--- src/rtl/fpcsr_pkg.sv ---
package fpcsr_pkg;
    localparam int CSR_W     = 32;
    localparam int NUM_EXC   = 6;
    localparam int FLAG_LSB  = 0;
    localparam int DAZ_BIT   = 6;
    localparam int MASK_LSB  = 7;
    localparam int RC_LSB    = 13;
    localparam int FTZ_BIT   = 15;
    localparam int LIVE_W    = 16;
    localparam logic [CSR_W-1:0] RESET_VAL = 32'h0000_1F80;

    typedef enum logic [1:0] {
        ACC_IDLE   = 2'd0,
        ACC_COMMIT = 2'd1,
        ACC_REJECT = 2'd2,
        ACC_INIT   = 2'd3
    } acc_state_t;

    function automatic logic [CSR_W-1:0] writable_mask(input bit daz_en);
        logic [CSR_W-1:0] m;
        m = '0;
        for (int i = 0; i < LIVE_W; i++) m[i] = 1'b1;
        if (!daz_en) m[DAZ_BIT] = 1'b0;
        return m;
    endfunction
endpackage

--- src/rtl/fpcsr_wr_check.sv ---
module fpcsr_wr_check
    import fpcsr_pkg::*;
#(
    parameter bit DAZ_EN = 1'b1
) (
    input  logic             wr_en,
    input  logic [CSR_W-1:0] wr_data,
    output logic [CSR_W-1:0] mask,
    output logic             wr_legal,
    output logic             wr_bad
);
    localparam logic [CSR_W-1:0] WMASK = writable_mask(DAZ_EN);

    logic reserved_hit;

    always_comb begin
        mask         = WMASK;
        reserved_hit = |(wr_data & ~WMASK);
        wr_legal     = wr_en && !reserved_hit;
        wr_bad       = wr_en && reserved_hit;
    end
endmodule

--- src/rtl/fpcsr_exc_unit.sv ---
module fpcsr_exc_unit
    import fpcsr_pkg::*;
(
    input  logic               clk,
    input  logic               rst_n,
    input  logic               exc_valid,
    input  logic [NUM_EXC-1:0] exc_bits,
    input  logic [NUM_EXC-1:0] mask_cur,
    output logic [NUM_EXC-1:0] set_bits,
    output logic               simd_fault
);
    logic fault_d;

    always_comb begin
        set_bits = exc_valid ? exc_bits : '0;
        fault_d  = |(set_bits & ~mask_cur);
    end

    always_ff @(posedge clk or negedge rst_n) begin
        if (!rst_n) simd_fault <= 1'b0;
        else        simd_fault <= fault_d;
    end
endmodule

--- src/rtl/simd_fpcsr.sv ---
module simd_fpcsr
    import fpcsr_pkg::*;
#(
    parameter bit DAZ_EN = 1'b1
) (
    input  logic               clk,
    input  logic               rst_n,
    input  logic               soft_init,
    input  logic               wr_en,
    input  logic [CSR_W-1:0]   wr_data,
    input  logic               exc_valid,
    input  logic [NUM_EXC-1:0] exc_bits,
    output logic [CSR_W-1:0]   rd_data,
    output logic [CSR_W-1:0]   wr_mask,
    output logic               gp_fault,
    output logic               simd_fault
);
    logic [CSR_W-1:0]   csr_q, csr_d, base;
    logic [NUM_EXC-1:0] set_bits;
    logic               wr_legal, wr_bad;
    acc_state_t         acc_q, acc_d;

    fpcsr_wr_check #(.DAZ_EN(DAZ_EN)) u_wr_check (
        .wr_en    (wr_en),
        .wr_data  (wr_data),
        .mask     (wr_mask),
        .wr_legal (wr_legal),
        .wr_bad   (wr_bad)
    );

    fpcsr_exc_unit u_exc_unit (
        .clk        (clk),
        .rst_n      (rst_n),
        .exc_valid  (exc_valid),
        .exc_bits   (exc_bits),
        .mask_cur   (csr_q[MASK_LSB +: NUM_EXC]),
        .set_bits   (set_bits),
        .simd_fault (simd_fault)
    );

    // Next access state: same choice from every state, refusal first.
    always_comb begin
        acc_d = ACC_IDLE;
        unique case (acc_q)
            ACC_IDLE, ACC_COMMIT, ACC_REJECT, ACC_INIT: begin
                if (wr_bad)         acc_d = ACC_REJECT;
                else if (wr_legal)  acc_d = ACC_COMMIT;
                else if (soft_init) acc_d = ACC_INIT;
                else                acc_d = ACC_IDLE;
            end
            default: acc_d = ACC_IDLE;
        endcase
    end

    // State register.
    always_ff @(posedge clk or negedge rst_n) begin
        if (!rst_n) acc_q <= ACC_IDLE;
        else        acc_q <= acc_d;
    end

    // Outputs decoded from the state.
    always_comb begin
        gp_fault = 1'b0;
        unique case (acc_q)
            ACC_REJECT: gp_fault = 1'b1;
            ACC_IDLE, ACC_COMMIT, ACC_INIT: gp_fault = 1'b0;
            default: gp_fault = 1'b0;
        endcase
    end

    // Word update: write value first, reported flags ORed on top.
    always_comb begin
        base  = wr_legal ? (wr_data & wr_mask) : csr_q;
        csr_d = base;
        csr_d[FLAG_LSB +: NUM_EXC] = base[FLAG_LSB +: NUM_EXC] | set_bits;
    end

    always_ff @(posedge clk or negedge rst_n) begin
        if (!rst_n) csr_q <= RESET_VAL;
        else        csr_q <= csr_d;
    end

    assign rd_data = csr_q;
endmodule

--- config.mk ---
export PLATFORM = sky130hd
export DESIGN_NAME = simd_fpcsr
export DESIGN_NICKNAME = d
export VERILOG_FILES = /design/src/rtl/fpcsr_pkg.sv /design/src/rtl/fpcsr_wr_check.sv /design/src/rtl/fpcsr_exc_unit.sv /design/src/rtl/simd_fpcsr.sv
export SDC_FILE = /design/constraint.sdc
export NUM_CORES = 1
export LEC_CHECK = 0
export ABC_AREA = 1
export BUFFER_PORTS_ARGS = -buffer_cell sky130_fd_sc_hd__buf_2
export CAP_MARGIN = 40
export CORE_MARGIN = 2
export CORE_UTILIZATION = 43
export CTS_BUF_LIST = sky130_fd_sc_hd__clkbuf_4 sky130_fd_sc_hd__clkbuf_8
export CTS_CLUSTER_SIZE = 12
export DETAILED_ROUTE_END_ITERATION = 10
export PLACE_DENSITY = 0.88
export SETUP_SLACK_MARGIN = 0.3
export SYNTH_ARGS = -nofsm -noshare
export SYNTH_HDL_FRONTEND = slang
export SYNTH_SLANG_ARGS = --single-unit
export TNS_END_PERCENT = 5
--- constraint.sdc ---
create_clock -name clk -period 1.8 [get_ports clk]
set_input_delay 0.09 -clock clk [delete_from_list [all_inputs] [get_ports clk]]
set_output_delay 0.09 -clock clk [all_outputs]
set_load 0.01 [all_outputs]
==> metrics.txt <==
#FFs+latches synth 19; data arrival time of the critical path approximately 1000 ps; Placed Cells 239; Starting DRT DRC Count 12; max_cap viols 0; layout cells sized above 1 39.9%; Seq/Total Area, Yosys a little under two fifths; Clock Skew roughly 5.6 ps; H-tree depth 1; fmax 934 MHz; Main synth FF type dfrtp_1; Final #Nets 262; Hold Path Class input port to flip-flop; Peak VDD IR roughly 0.44 mV; Post-CTS Hold Buffers 8; Post-CTS Repair Setup Buffers 0; synth cell count leaders buf_4 (48), nand2_1 (25), dfrtp_1 (13); routed vias slightly above 1000; Setup TNS Final 0 ps; R2R Path Start rd_data[11]; r2r setup slk just under 900 ps; CTS resizes 0; Post-Layout Cell Count 251; worst-case clock buffer depth 2; Crit Path Class flip-flop to output pin; Sink Count 19; CP required 1710 ps; Hold Slack 8.73 ps; Synth area leaders buf_4 (28%), dfrtp_1 (25%), dfstp_2 (12%), nand2_1 (7.2%), o21ai_2 (6.7%); CTS tree yes; WP buf/inv 1; CP startpoint kind flip-flop; post-place instance area between 1000 and 1500 sq um; ANT cells 0; initial antenna violation count 0; clock-pin slew on the worst setup and hold paths 110 ps; row cnt 20; Util after Layout between 50% and 60%; Total GRT Usage 13.9%; CTS buffer count 3; die footprint 3500 sq um; post-route cell area 1550 sq um; Fill cells just under 300; Slowest cell on crit path dfstp_2; Syn Std Cell Area 1310 sq um; met3 Resource Use GR between 4 and 5%; Hold Path Cell Cnt 2; global route hottest layer met2; Die Width ~60 microns; chip height 59.2 microns; routing usage on met1 between 10% and 20%; leading area contributor after synthesis buf_4; Distinct cells, synth 20; first-pass GRT wire length 3690 microns; CP delay by family, top flip-flops; critical-path maximum fanout 3; number of remaining DRC errors 0; Worst Setup End Kind output pin; Vias/cell about 4.1; Worst Min Path Start wr_en; most frequent cell after synthesis buf_4; fin crit share 59.5%; Mean Syn Cell Area approximately 8.7 sq um; Initial Utilization 43.9%; max-slew violation count 0; crit path cell chain buf_2; CTS Root Cell clkbuf_4; Final Critical Period between 1000 and 1500 ps; Total Power 0.812 mW; number of detailed-route iterations in the first pass 4; gpl congestion 0.765; power density cells about 520 nW/um^2; Reg2Reg Depth 3; Global Route met2 Usage 25.2%; Place WS 453 ps; Synth Warn # 0; setup ws final 730 ps; Post-synth EDFFs 0; Reg2Reg Capture Point u_exc_unit.simd_fault; Core ar. between 2000 and 3000 sq um; Leak 0.868 nW; I/O pins 109; top cell type's share of synthesized area 27.5%; dpl hpwl around 2000 microns; RSZ-0062 raised after global routing no; remaining global-route overflow 0; layout overhead on the synthesized area 18.5%; Max stage delay on crit path 560 ps; drt total wl 2450 microns; input/output buffers 60; outcome finished clean; Final setup viols 0; Fin. Hold Viols 0; clock latency on the worst-skew pair 290 ps; pin count of the biggest net entering global routing 29; CP startpoint rd_data[10]; Hold EP acc_q[1]; vias in the first global route 869; FFs w/ async S/R, synth 100%; WL/cell slightly below 10 microns; Cells after Synth 150; antenna viol nets, final 0
==> state kept, by name, indices dropped and copies added, names as in the netlist <==
register	count
acc_q	2
rd_data	16
u_exc_unit.simd_fault	1
==> power by group <==
part / internal [mW] / total [mW] / switching (mW)
sequential: 0.431 / 0.432 / 0.000830
combinational: 0.0580 / 0.153 / 0.0951
clock: 0.101 / 0.227 / 0.126
total: 0.590 / 0.812 / 0.222
==> how the worst max path moves through the flow <==
stage | depth (start not counted) | endpoint
3_3_place_gp | 6 | rd_data[15]
5_1_grt | 1 | rd_data[9]
2_1_floorplan | 6 | rd_data[13]
3_5_place_dp | 6 | rd_data[6]
4_1_cts | 1 | rd_data[12]
6_report | 1 | rd_data[10]
==> routing by layer <==
| metal | routed length, microns | up-vias | part of all wire [%] |
|---|---|---|---|
| li1 | - | 514 | - |
| met1 | 969 | 460 | 40 |
| met2 | 1270 | 54 | 52 |
| met3 | 204 | 2 | 8.3 |
| met4 | 11 | 0 | 0.45 |
| met5 | 0 | - | 0 |
==> cell families (layout without fill, tap and decap cells) <==
family / Yosys count / in the layout / share of synthesized area [%]
buffers and inverters: 62 / 84 / 32.7
AND/OR/NAND/NOR: 53 / 53 / 20.8
AO/OA/AOI/OAI: 14 / 14 / 8.99
flip-flops: 19 / 19 / 36.9
other: 2 / 48 / 0.574
==> cell usage in the layout (no fill, tap or decap) <==
cell type      count
nor2_1             9
o22ai_1            1
nor2_4             2
buf_2             60
o211ai_1           1
o22a_1             1
o21a_1             1
conb_1            48
inv_1             12
nand3_4            1
nand2_1           25
or2_4              1
nand4_1            6
nand3_1            6
dfrtp_1           13
o21ai_2           10
dfstp_2            6
nor3_4             1
dlygate4sd3_1      8
clkbuf_4           4
nand2_2            2
==> area by class of cell <==
type	instances	area, sq um	area share, %
multi-input combinational	115	571	36.8
inverter	12	45.0	2.91
sequential	19	483	31.2
timing repair buffer	68	380	24.5
tap	33	41.3	2.66
clock buffer	4	30.0	1.94
Note: power is estimated with default switching activity, not from simulation.
